File: config.mk
export PLATFORM = sky130hd
export DESIGN_NAME = ts_capture_slot
export DESIGN_NICKNAME = d
export VERILOG_FILES = /design/src/rtl/ts_cap_pkg.sv /design/src/rtl/ts_cap_cfg.sv /design/src/rtl/ts_cap_qual.sv /design/src/rtl/ts_cap_slot.sv /design/src/rtl/ts_capture_slot.sv
export SDC_FILE = /design/constraint.sdc
export NUM_CORES = 1
export LEC_CHECK = 0
export BUFFER_PORTS_ARGS = -buffer_cell sky130_fd_sc_hd__clkbuf_2
export CORE_MARGIN = 3
export CORE_UTILIZATION = 52
export DETAILED_ROUTE_END_ITERATION = 7
export GPL_ROUTABILITY_DRIVEN = 0
export PLACE_DENSITY_LB_ADDON = 0.2
export SKIP_LAST_GASP = 1
export SYNTH_ARGS = -nofsm -noshare
export SYNTH_HDL_FRONTEND = slang
export SYNTH_HIERARCHICAL = 1
export SYNTH_SLANG_ARGS = --single-unit
File: constraint.sdc
create_clock -name clk -period 1.9 [get_ports clk]
set_input_delay 0.19 -clock clk [delete_from_list [all_inputs] [get_ports clk]]
set_output_delay 0.19 -clock clk [all_outputs]
set_load 0.05 [all_outputs]
File: src/rtl/ts_cap_pkg.sv
package ts_cap_pkg;

    typedef enum logic [0:0] {
        SLOT_EMPTY = 1'b0,
        SLOT_FULL  = 1'b1
    } slot_state_e;

    typedef enum logic [2:0] {
        A_STATUS = 3'd0,
        A_TS_LO  = 3'd1,
        A_TS_HI  = 3'd2,
        A_PMASK  = 3'd3,
        A_RMASK  = 3'd4,
        A_ENABLE = 3'd5,
        A_ROUTE  = 3'd6
    } reg_addr_e;

endpackage

File: src/rtl/ts_cap_cfg.sv
module ts_cap_cfg
    import ts_cap_pkg::*;
#(
    parameter int unsigned DATA_W    = 32,
    parameter int unsigned ADDR_W    = 3,
    parameter int unsigned PARAM_W   = 11,
    parameter int unsigned RULE_W    = 14,
    parameter int unsigned EN_W      = 3,
    parameter int unsigned VALID_BIT = 16
) (
    input  logic               clk,
    input  logic               rst_n,
    input  logic               wr_en,
    input  logic [ADDR_W-1:0]  wr_addr,
    input  logic [DATA_W-1:0]  wr_data,
    output logic [PARAM_W-1:0] pmask_q,
    output logic [RULE_W-1:0]  rmask_q,
    output logic [EN_W-1:0]    en_q,
    output logic               route_q,
    output logic               ack_req
);

    logic unused_wr_bits;
    assign unused_wr_bits = ^wr_data;

    // Software acknowledge: a 1 written to the valid bit position of status.
    assign ack_req = wr_en && (wr_addr == ADDR_W'(A_STATUS)) && wr_data[VALID_BIT];

    always_ff @(posedge clk) begin
        if (!rst_n) begin
            pmask_q <= '1;
            rmask_q <= '1;
            en_q    <= '0;
            route_q <= 1'b0;
        end else if (wr_en) begin
            if (wr_addr == ADDR_W'(A_PMASK))  pmask_q <= wr_data[PARAM_W-1:0];
            if (wr_addr == ADDR_W'(A_RMASK))  rmask_q <= wr_data[RULE_W-1:0];
            if (wr_addr == ADDR_W'(A_ENABLE)) en_q    <= wr_data[EN_W-1:0];
            if (wr_addr == ADDR_W'(A_ROUTE))  route_q <= wr_data[0];
        end
    end

    AST_MASK_WRITE_LANDS: assert property (@(posedge clk) disable iff (!rst_n)
        (wr_en && wr_addr == ADDR_W'(A_PMASK)) |=> (pmask_q == $past(wr_data[PARAM_W-1:0])))
        else $error("parameter mask write lost");

endmodule

File: src/rtl/ts_cap_qual.sv
module ts_cap_qual #(
    parameter int unsigned PARAM_W        = 11,
    parameter int unsigned RULE_W         = 14,
    parameter int unsigned EN_W           = 3,
    parameter bit          HOST_ROUTE_REQ = 1'b1
) (
    input  logic               evt_strobe,
    input  logic [PARAM_W-1:0] evt_param,
    input  logic [RULE_W-1:0]  evt_rule,
    input  logic [PARAM_W-1:0] pmask,
    input  logic [RULE_W-1:0]  rmask,
    input  logic [EN_W-1:0]    en,
    input  logic               route,
    output logic               accept
);

    localparam logic [EN_W-1:0] EN_ON = '1;

    logic param_hit;
    logic rule_hit;
    logic en_ok;
    logic route_ok;

    assign param_hit = |(evt_param & ~pmask);
    assign rule_hit  = |(evt_rule & ~rmask);
    assign en_ok     = (en == EN_ON);

    generate
        if (HOST_ROUTE_REQ) begin : g_route_gate
            assign route_ok = route;
        end else begin : g_route_free
            logic unused_route;
            assign unused_route = route;
            assign route_ok = 1'b1;
        end
    endgenerate

    assign accept = evt_strobe && en_ok && route_ok && param_hit && rule_hit;

endmodule

File: src/rtl/ts_cap_slot.sv
module ts_cap_slot
    import ts_cap_pkg::*;
#(
    parameter int unsigned TS_W  = 64,
    parameter int unsigned SEQ_W = 16
) (
    input  logic             clk,
    input  logic             rst_n,
    input  logic             accept,
    input  logic             ack_req,
    input  logic [TS_W-1:0]  time_now,
    input  logic [SEQ_W-1:0] evt_seq,
    output logic             full,
    output logic [TS_W-1:0]  ts_q,
    output logic [SEQ_W-1:0] seq_q
);

    slot_state_e state_q;
    slot_state_e state_d;
    logic        take;

    // State register.
    always_ff @(posedge clk) begin
        if (!rst_n) state_q <= SLOT_EMPTY;
        else        state_q <= state_d;
    end

    // Transitions: CAPTURE (empty->full), RELEASE (full->empty), WAIT, HOLD.
    always_comb begin
        state_d = state_q;
        take    = 1'b0;
        unique case (state_q)
            SLOT_EMPTY: begin
                if (accept) begin
                    state_d = SLOT_FULL;
                    take    = 1'b1;
                end
            end
            SLOT_FULL: begin
                if (ack_req) state_d = SLOT_EMPTY;
            end
            default: state_d = SLOT_EMPTY;
        endcase
    end

    // Outputs and captured data.
    always_ff @(posedge clk) begin
        if (!rst_n) begin
            ts_q  <= '0;
            seq_q <= '0;
        end else if (take) begin
            ts_q  <= time_now;
            seq_q <= evt_seq;
        end
    end

    assign full = (state_q == SLOT_FULL);

    AST_CAPTURE_LATCHES: assert property (@(posedge clk) disable iff (!rst_n)
        (state_q == SLOT_EMPTY && accept) |=> (full && ts_q == $past(time_now) && seq_q == $past(evt_seq)))
        else $error("capture did not latch");

    AST_FULL_FREEZES: assert property (@(posedge clk) disable iff (!rst_n)
        (full && !ack_req) |=> (full && $stable(ts_q) && $stable(seq_q)))
        else $error("held timestamp changed");

    AST_ACK_RELEASES: assert property (@(posedge clk) disable iff (!rst_n)
        (full && ack_req) |=> (!full && $stable(ts_q)))
        else $error("acknowledge did not release slot");

    AST_FILL_NEEDS_ACCEPT: assert property (@(posedge clk) disable iff (!rst_n)
        $rose(full) |-> $past(accept))
        else $error("slot filled without a qualified strobe");

endmodule

File: src/rtl/ts_capture_slot.sv
module ts_capture_slot
    import ts_cap_pkg::*;
#(
    parameter int unsigned DATA_W         = 32,
    parameter int unsigned ADDR_W         = 3,
    parameter int unsigned TS_W           = 64,
    parameter int unsigned SEQ_W          = 16,
    parameter int unsigned PARAM_W        = 11,
    parameter int unsigned RULE_W         = 14,
    parameter int unsigned EN_W           = 3,
    parameter bit          HOST_ROUTE_REQ = 1'b1
) (
    input  logic               clk,
    input  logic               rst_n,
    input  logic               wr_en,
    input  logic [ADDR_W-1:0]  wr_addr,
    input  logic [DATA_W-1:0]  wr_data,
    input  logic [ADDR_W-1:0]  rd_addr,
    output logic [DATA_W-1:0]  rd_data,
    input  logic [TS_W-1:0]    time_now,
    input  logic               evt_strobe,
    input  logic [PARAM_W-1:0] evt_param,
    input  logic [RULE_W-1:0]  evt_rule,
    input  logic [SEQ_W-1:0]   evt_seq
);

    localparam int unsigned VALID_BIT = SEQ_W;
    localparam int unsigned STAT_PAD  = DATA_W - SEQ_W - 1;
    localparam logic [EN_W-1:0] EN_ON = '1;

    logic [PARAM_W-1:0] pmask_q;
    logic [RULE_W-1:0]  rmask_q;
    logic [EN_W-1:0]    en_q;
    logic               route_q;
    logic               ack_req;
    logic               accept;
    logic               full;
    logic [TS_W-1:0]    ts_q;
    logic [SEQ_W-1:0]   seq_q;

    ts_cap_cfg #(
        .DATA_W(DATA_W), .ADDR_W(ADDR_W), .PARAM_W(PARAM_W),
        .RULE_W(RULE_W), .EN_W(EN_W), .VALID_BIT(VALID_BIT)
    ) u_cfg (
        .clk(clk), .rst_n(rst_n), .wr_en(wr_en), .wr_addr(wr_addr),
        .wr_data(wr_data), .pmask_q(pmask_q), .rmask_q(rmask_q),
        .en_q(en_q), .route_q(route_q), .ack_req(ack_req)
    );

    ts_cap_qual #(
        .PARAM_W(PARAM_W), .RULE_W(RULE_W), .EN_W(EN_W),
        .HOST_ROUTE_REQ(HOST_ROUTE_REQ)
    ) u_qual (
        .evt_strobe(evt_strobe), .evt_param(evt_param), .evt_rule(evt_rule),
        .pmask(pmask_q), .rmask(rmask_q), .en(en_q), .route(route_q),
        .accept(accept)
    );

    ts_cap_slot #(
        .TS_W(TS_W), .SEQ_W(SEQ_W)
    ) u_slot (
        .clk(clk), .rst_n(rst_n), .accept(accept), .ack_req(ack_req),
        .time_now(time_now), .evt_seq(evt_seq), .full(full),
        .ts_q(ts_q), .seq_q(seq_q)
    );

    // Read mux.
    always_comb begin
        rd_data = '0;
        unique case (rd_addr)
            ADDR_W'(A_STATUS): rd_data = {{STAT_PAD{1'b0}}, full, seq_q};
            ADDR_W'(A_TS_LO):  rd_data = ts_q[DATA_W-1:0];
            ADDR_W'(A_TS_HI):  rd_data = ts_q[2*DATA_W-1:DATA_W];
            ADDR_W'(A_PMASK):  rd_data = {{(DATA_W-PARAM_W){1'b0}}, pmask_q};
            ADDR_W'(A_RMASK):  rd_data = {{(DATA_W-RULE_W){1'b0}}, rmask_q};
            ADDR_W'(A_ENABLE): rd_data = {{(DATA_W-EN_W){1'b0}}, en_q};
            ADDR_W'(A_ROUTE):  rd_data = {{(DATA_W-1){1'b0}}, route_q};
            default:           rd_data = '0;
        endcase
    end

    AST_DISABLED_NO_ACCEPT: assert property (@(posedge clk) disable iff (!rst_n)
        (en_q != EN_ON) |-> !accept)
        else $error("strobe accepted while disabled");

    AST_MASKED_NO_ACCEPT: assert property (@(posedge clk) disable iff (!rst_n)
        (pmask_q == '1 || rmask_q == '1) |-> !accept)
        else $error("strobe accepted with a fully masked set");

endmodule

# After elaboration in Yosys (flattened, before gate mapping)
# Cells that the tools add are included.
# word_totals
inputBits	147
ff_bits	110
# classes
n_reduce_logical	14
mux	5
n_bitwise	5
n_eq_ne	11
# op_table
cell	n
$pmux 32 s7	1
$eq 3x3->1 const B	7
$and 14x14->14	1
$not 14->14	1
$reduce_or 14->1	1
$and 11x11->11	1
$not 11->11	1
$reduce_or 11->1	1
$eq 3x2->1 const B	3
$reduce_and 2->1	4
$logic_and 1x1->1	6
$logic_not 3->1	2
$eq 3x1->1 const B	1
$mux 1	3
$pmux 1 s2	1
$not 1->1	1

# Depth between registers and ports, before layout
# Gate-level depths: netlist of run 1.
# logic_depth
ltp_word	7
mapped_depth	9
ltp_nobuf	7

# Cells and area by module
# Netlist of run 1, hierarchy kept.
# modules_own_cells
mod	instances	seq_area_each_um2	cells_each	area_each_um2
ts_cap_slot	1	1621.6	351	3358.2
ts_cap_cfg	1	580.6	119	1257.5
ts_capture_slot	1	0.0	118	867.1
ts_cap_qual	1	0.0	43	254.0

# Worst setup path after synthesis of run 1
# No wires, ideal clock.
# synth_path
path_type	input port to output port
startpoint	in rd_addr[0]
endpoint	out rd_data[0]
arrival_time_ns	1.858
setup_slack_ns	-0.148
stages	5
cell_sequence	buf_6 > buf_6 > nor2b_1 > a211oi_1 > a311oi_1
# synth_between
elab_chain_len	2
# synth_lines
element	line	text
start, declared	ts_capture_slot.sv:18	input logic [ADDR_W-1:0] rd_addr,
$eq 3x3->1, or another cell as far along	ts_capture_slot.sv:70	unique case (rd_addr)
$pmux 32 s7 (*)	ts_capture_slot.sv:70	
end, declared	ts_capture_slot.sv:19	output logic [DATA_W-1:0] rd_data,
# Every way passes the cells marked *; elsewhere a longest branch is shown, timed or not.

# Worst setup path after layout of run 1
# layout_path
startpoint	reg u_cfg.rmask_q[12]
endpoint	reg u_slot.ts_q[25]
# layout_between
elab_chain_len	6
# layout_lines
element	line	text
start, declared	ts_cap_cfg.sv:17	output logic [RULE_W-1:0] rmask_q,
start signal, assigned	ts_cap_cfg.sv:37	if (wr_addr == ADDR_W'(A_RMASK)) rmask_q <= wr_data[RULE_W-1:0];
$not 14->14	ts_cap_qual.sv:25	assign rule_hit = |(evt_rule & ~rmask);
$and 14x14->14	ts_cap_qual.sv:25	
$reduce_or 14->1	ts_cap_qual.sv:25	
$logic_and 1x1->1	ts_cap_qual.sv:38	assign accept = evt_strobe && en_ok && route_ok && param_hit && rule_hit;
via accept	ts_capture_slot.sv:36	logic accept;
$mux 1	ts_cap_slot.sv:34	if (accept) begin
$mux 1	ts_cap_slot.sv:32	unique case (state_q)
end signal, assigned	ts_cap_slot.sv:52	ts_q <= time_now;
end, declared	ts_cap_slot.sv:14	output logic [TS_W-1:0] ts_q,
# The timed path passes the listed nets, and every way through them passes these cells.
# A chain may end at the register's enable or synchronous reset.

==> metrics, run 1 <==
PwrDens=612 nW/um^2; Crit Path Max Fanout=9; cell family with most CP delay=simple AND/OR/NAND/NOR gates; total grt overflow=0; clk sink count=110; slowest CP cell=dfxtp_1; initial antenna violation count=0; Synth Register Bits=110; Synth top area share=a little under two fifths; CORE AREA=between 10000 and 15000 sq um; outcome=completed; Fillers=about 850; Root Buffer=clkbuf_8; Synth Instances=631; worst reg-to-reg setup slack=between 0.02 and 0.025 ns; first-pass GRT wire length=roughly 24000 microns; Die Y=approximately 110 microns; DRT Wirelength=approximately 16000 microns; die width=between 100 and 150 microns; Synth Warn #=6; Synth Area per Inst=approximately 9.1 sq um; Port Buffer Count=161; worst hold path cell count=3; Starting Density=54.6%; critical path type=flip-flop to flip-flop; top_reg_cell synth=dfxtp_1; H-tree Lvls=3; vias=just under 5000; area growth from synthesis to layout=23.2%; # DRC=0; Worst R2R Path Depth=8; die footprint=about 12000 sq um; Overall Global Routing Usage=a little under a quarter; drt wl/cell=17.1 microns; Synth area leaders=dfxtp_1 38%, mux2i_1 24%, nand2_1 11%; RR Startpoint=u_cfg/rmask_q[12]; CP required=about 2.2 ns; initial DRC count=around 360; CTS buffer count=9; Async S/R FF share, synth=0%; crit share post-route=around 100%; CP cell instances=o22ai_1 > nor3_1 > and3_4 > a211oi_2 > nor2b_4 > buf_4 > buf_12 > mux2i_2; Detail Route Antenna Nets=0; Max Slew Vio Count=0; CP Data Arrival Time=between 2 and 2.5 ns; final hold viol count=0; Final Critical Period=between 1.5 and 2 ns; largest net degree at the start of global routing=129; Critical Path Sink=u_slot/ts_q[25]; Mapped Area=5740 sq um; Synth cell types=46; Worst setup SP type=flip-flop; Worst Tran Pin Value=just over 0.5 ns; relative slew slack=between 60% and 70%; final setup fails=0; register area share after synthesis=a little under two fifths; WP buf/inv=2; row count=37; Boundary Pins=about 180; vias in the first global route=between 4000 and 5000; Clk pin slew, worst setup/hold paths=about 0.11 ns; drt first pass iters=5; number of flops mapped to enable cells by yosys=0; RSZ-0062 raised after global routing=yes; Crit path depth=8; worst clock skew=between 0.01 and 0.015 ns; Worst Setup SP=u_cfg/rmask_q[12]; Setup WS pre-CTS=approximately 0.041 ns; post-synth top area cell=dfxtp_1; Pleak=~0.0031 uW; syn nets=between 700 and 800; critical path capture point type=flip-flop; Max IR drop VDD=about 0.36 mV; commonest non-fill, non-tap cell in the layout=nand2_1; min-delay worst type=input pin to flip-flop; post-layout utilization of the core=approximately two thirds; Max Root-Sink Buffers=2; worst skew pair latency=approximately 0.38 ns; Max Cap Viol=0; Max Clk Rate=roughly 0.53 GHz; most frequent cells in the layout=170 x nand2_1, 146 x clkbuf_2, 134 x mux2i_1; vias per cell=approximately 5.3; slack of the critical path=roughly 0.024 ns; CTS tree=built; diode count=0; total design power=4330 uW; reg2reg end=u_slot/ts_q[25]; CP peak stage delay=0.33 ns; share of cells above drive strength 1=28.7%; fin nets=slightly above 900; post-DP HPWL=about 11000 microns
synth_stat cells, drive strengths merged (5+ instances only):
cell type / number
clkbuf: 6
nor2: 16
o22ai: 15
inv: 25
dfxtp: 110
a21o: 7
mux2i: 135
nand2: 170
buf: 43
a22oi: 15
nor2b: 44
o21ai: 5
metrics by stage:
step / std cells / setup TNS (ns) / instance area, sq um / hold slack (ns)
after detailed placement: 898 / 0 / 6710 / 0.427
after CTS: 914 / 0 / 6890 / 0.00876
after floorplan: 631 / -0.699 / 5740 / 0.332
after global placement: 898 / 0 / 6710 / 0.419
after global routing: 924 / -0.187 / 7070 / 0.0146
final: 924 / 0 / 7070 / 0.0197
final cells by class:
cell class,instances,area [sq um],area share [%]
Clock buffer,9,124,1.75
Inverter,25,93.8,1.33
Timing Repair Buffer,190,1410,19.9
Tap cell,136,170,2.41
Clock inverter,7,57.6,0.814
Sequential cell,110,2200,31.2
Multi-Input combinational cell,447,3010,42.6
logic make-up (layout without fill, tap and decap cells):
group / after synthesis / count (layout) / synth area share (%)
AND/OR/NAND/NOR: 249 / 249 / 19.8
multiplexers: 138 / 138 / 24.3
flip-flops: 110 / 110 / 38.4
buffers and inverters: 74 / 231 / 9.55
AO/OA/AOI/OAI: 60 / 60 / 7.87
report_power, final:
group / switching (uW) / internal [uW] / leakage [uW]
clock network: 849 / 496 / 0.0000881
registers: 12.4 / 2320 / 0.000887
logic: 348 / 304 / 0.00210
state kept, by name (all words and copies together), names as in the netlist:
name           flops
u_slot/seq_q      16
u_cfg/route_q      1
u_slot/full        1
u_cfg/pmask_q     11
u_cfg/en_q         3
u_cfg/rmask_q     14
u_slot/ts_q       64
layer usage:
layer  track usage, %  wire length [microns]  vias to the layer above
met4             6.81                    224                        0
met1             31.0                   6970                     2282
met5                0                      0                        -
met3             5.90                   1110                       19
met2             37.3                   7510                      167
li1                 -                      -                     2412
worst min path at each step:
| stage | from | slack, ns | end |
|---|---|---|---|
| 4_1_cts | time_now[57] | 0.009 | u_slot/ts_q[57] |
| 3_5_place_dp | time_now[30] | 0.43 | u_slot/ts_q[30] |
| 6_report | time_now[50] | 0.02 | u_slot/ts_q[50] |
| 2_1_floorplan | evt_seq[0] | 0.33 | u_slot/seq_q[0] |
| 5_1_grt | time_now[17] | 0.01 | u_slot/ts_q[17] |
| 3_3_place_gp | time_now[23] | 0.42 | u_slot/ts_q[23] |
tightest hold or removal path: stages:
cell and delay [ns]:
clkbuf_2 0.08, nand2_1 0.04, mux2i_1 0.05
timing repair:
item	CTS	global route
gates resized for setup	0	6
setup endpoints to repair	0	67
hold buffers	0	0
setup buffers	0	4
No activity file was read; power rests on OpenSTA's default activity.
==> run 2: changes to the inputs <==
--- a/config.mk
+++ b/config.mk
@@ -7,12 +7,12 @@
 export LEC_CHECK = 0
 export BUFFER_PORTS_ARGS = -buffer_cell sky130_fd_sc_hd__clkbuf_2
 export CORE_MARGIN = 3
-export CORE_UTILIZATION = 52
+export CORE_UTILIZATION = 51
 export DETAILED_ROUTE_END_ITERATION = 7
 export GPL_ROUTABILITY_DRIVEN = 0
+export MAX_ROUTING_LAYER = met4
 export PLACE_DENSITY_LB_ADDON = 0.2
 export SKIP_LAST_GASP = 1
 export SYNTH_ARGS = -nofsm -noshare
 export SYNTH_HDL_FRONTEND = slang
-export SYNTH_HIERARCHICAL = 1
 export SYNTH_SLANG_ARGS = --single-unit
==> run 2 against run 1 <==
  * Combinational power decreased by 8.1%
  * Worst setup slack better by 0.033 ns
  * Fmax increased by 1.8%
  * Cell count down 2.6%
  * Register-to-register slack gained 0.12 ns
  * Power down 1.5%
  * Highest routed layer unchanged
  * Die area is 4.9% lower
  * Final area decreased by 9.0%
  * Hold slack improved by 0.0033 ns
  * Sequential share of layout area up 3.1 points
==> metrics, run 2 <==
Synth Instances=about 620; CTS buffer count=9; CP Data Arrival Time=approximately 1.7 ns; Mapped Area=roughly 5300 sq um; Setup WS pre-CTS=between 0.1 and 0.15 ns; fin nets=910; top sig layer=met4; critical path type=flip-flop to primary output; cell with the most instances after synthesis=nand2_1; met2 WL post-DR=6590 microns; Synth area leaders=dfxtp_1 41%, mux2i_1 19%, nand2_1 15%; Synth Register Bits=110; Most flops, register=u_slot.ts_q; # Post-CTS Setup Buffers=0; diode count=0; min-delay worst type=input pin to flip-flop; Synth Warn #=0; total design power=around 4300 uW; post-layout utilization of the core=about 65%; vias in the first global route=approximately 4600; vias per cell=approximately 5.3; Worst Tran Pin Value=between 0.5 and 0.6 ns; wl on met1=around 6000 microns; final hold viol count=0; Synth top area share=between 40% and 50%; DRT Wirelength=13600 microns; die footprint=between 10000 and 15000 sq um; total grt overflow=0; row count=36; Max Slew Vio Count=0; CP required=~1.7 ns; clk sink count=110; Clk pin slew, worst setup/hold paths=roughly 0.11 ns; RSZ-0062 raised after global routing=no; final setup fails=0; Die Y=around 110 microns; Max IR drop VDD=0.375 mV; PwrDens=662 nW/um^2; max reg flops=64; slack of the critical path=approximately 0.057 ns; largest net degree at the start of global routing=130; syn nets=770; Detail Route Antenna Nets=0; Root Buffer=clkbuf_8; Regs by FF count=u_slot.ts_q (64), u_slot.seq_q (16), u_cfg.rmask_q (14); top_reg_cell synth=dfxtp_1; Synth cell types=38; Max Clk Rate=0.543 GHz; Starting Density=53.6%; post-synth top area cell=dfxtp_1; Synth top cells by count=210 x nand2_1, 110 x dfxtp_1, 100 x mux2i_1, 27 x clkbuf_1, 25 x inv_1; worst clock skew=between 0.01 and 0.015 ns; most frequent cells in the layout=210 x nand2_1, 155 x clkbuf_2, 109 x dfxtp_1; Worst setup SP type=flip-flop; drt wl/cell=approximately 15 microns; Pleak=0.00286 uW; CORE AREA=9950 sq um; die width=approximately 110 microns; Crit Path Max Fanout=3; critical path capture point type=primary output; Async S/R FF share, synth=0%; worst skew pair latency=between 0.3 and 0.4 ns; H-tree Lvls=3; register area share after synthesis=41.3%; # DRC=0; vias=about 4800; initial DRC count=between 300 and 400; post-DP HPWL=~10000 microns; outcome=completed; wire length on met3=811 microns; Final Critical Period=around 1.8 ns; Port Buffer Count=around 160; Overall Global Routing Usage=24.0%; relative slew slack=between 60% and 70%; CTS tree=built; Max Root-Sink Buffers=2; crit share post-route=97.0%; initial antenna violation count=0; commonest non-fill, non-tap cell in the layout=nand2_1; first-pass GRT wire length=roughly 22000 microns; number of flops mapped to enable cells by yosys=0; Boundary Pins=around 180; share of cells above drive strength 1=a little over a quarter; Max Cap Viol=0; area growth from synthesis to layout=20.6%; drt first pass iters=5; setup_tns=0 ns; Synth Area per Inst=approximately 8.6 sq um
## run 2: cell count changes in the layout (fill, tap and decap cells not counted), moves of 12 or more
cell     change
a22oi_1     -12
nand3_1     +16
nor2b_1     -32
mux2i_1     -34
nand2_1     +40
a22o_1      +14
## run 2: through the flow
step / cell area [sq um] / hold WS, ns / cells
finish: 6430 / 0.0230 / 900
global route: 6430 / 0.0264 / 900
CTS: 6430 / 0.0119 / 900
detailed placement: 6240 / 0.408 / 885
global placement: 6240 / 0.403 / 885
floorplan: 5340 / 0.314 / 623
## run 2: cell type report
class / instances / area, sq um
Clock buffer: 10 / 138
Clock inverter: 5 / 45.0
Fill cell: 866 / 3520
Inverter: 26 / 97.6
Multi-Input combinational cell: 440 / 2720
Sequential cell: 110 / 2200
Tap cell: 133 / 166
Timing Repair Buffer: 176 / 1070
## run 2: power by group
part | leakage [uW] | internal [uW] | switching [uW] | total (uW)
Clock | 0.0000905 | 523 | 798 | 1320
Sequential | 0.000888 | 2320 | 17.3 | 2340
Combinational | 0.00189 | 256 | 343 | 599
Total | 0.00286 | 3100 | 1160 | 4260
## run 2: kinds of logic (layout without fill, tap and decap cells)
logic type,count (synthesis),in the layout,share of synthesized area (%)
AOI/OAI and AO/OA,73,73,10.4
buffers and inverters,73,217,8.11
DFF,110,110,41.3
muxes,105,105,20.1
and+or+nand+nor,262,262,20.1
## run 2: final timing paths
check	startpoint	to	slack, ns	cells after the start
worst max-delay path	u_cfg.rmask_q[0]	rd_data[0]	0.06	3
worst min-delay path	wr_data[11]	u_cfg.rmask_q[11]	0.02	3
worst max register to register	u_cfg.route_q	u_slot.ts_q[20]	0.14	5
worst min register to register	u_slot.seq_q[15]	u_slot.seq_q[15]	0.46	2
## run 2: per-layer routing
| layer | vias to the layer above | GRT usage (%) |
|---|---|---|
| met5 | - | - |
| met4 | 0 | 6.67 |
| met3 | 21 | 3.64 |
| met2 | 164 | 39.8 |
| met1 | 2187 | 30.7 |
| li1 | 2378 | - |
## run 2: timing repair
action / in CTS / in global routing
hold buffers: 0 / 0
gates resized for setup: 2 / 3
setup endpoints to repair: 1 / 1
## run 2: critical path, stage by stage, from the launching register on
cell and delay [ns]:
dfxtp_2 0.35, mux4_1 0.50, mux2_4 0.29, buf_8 0.15
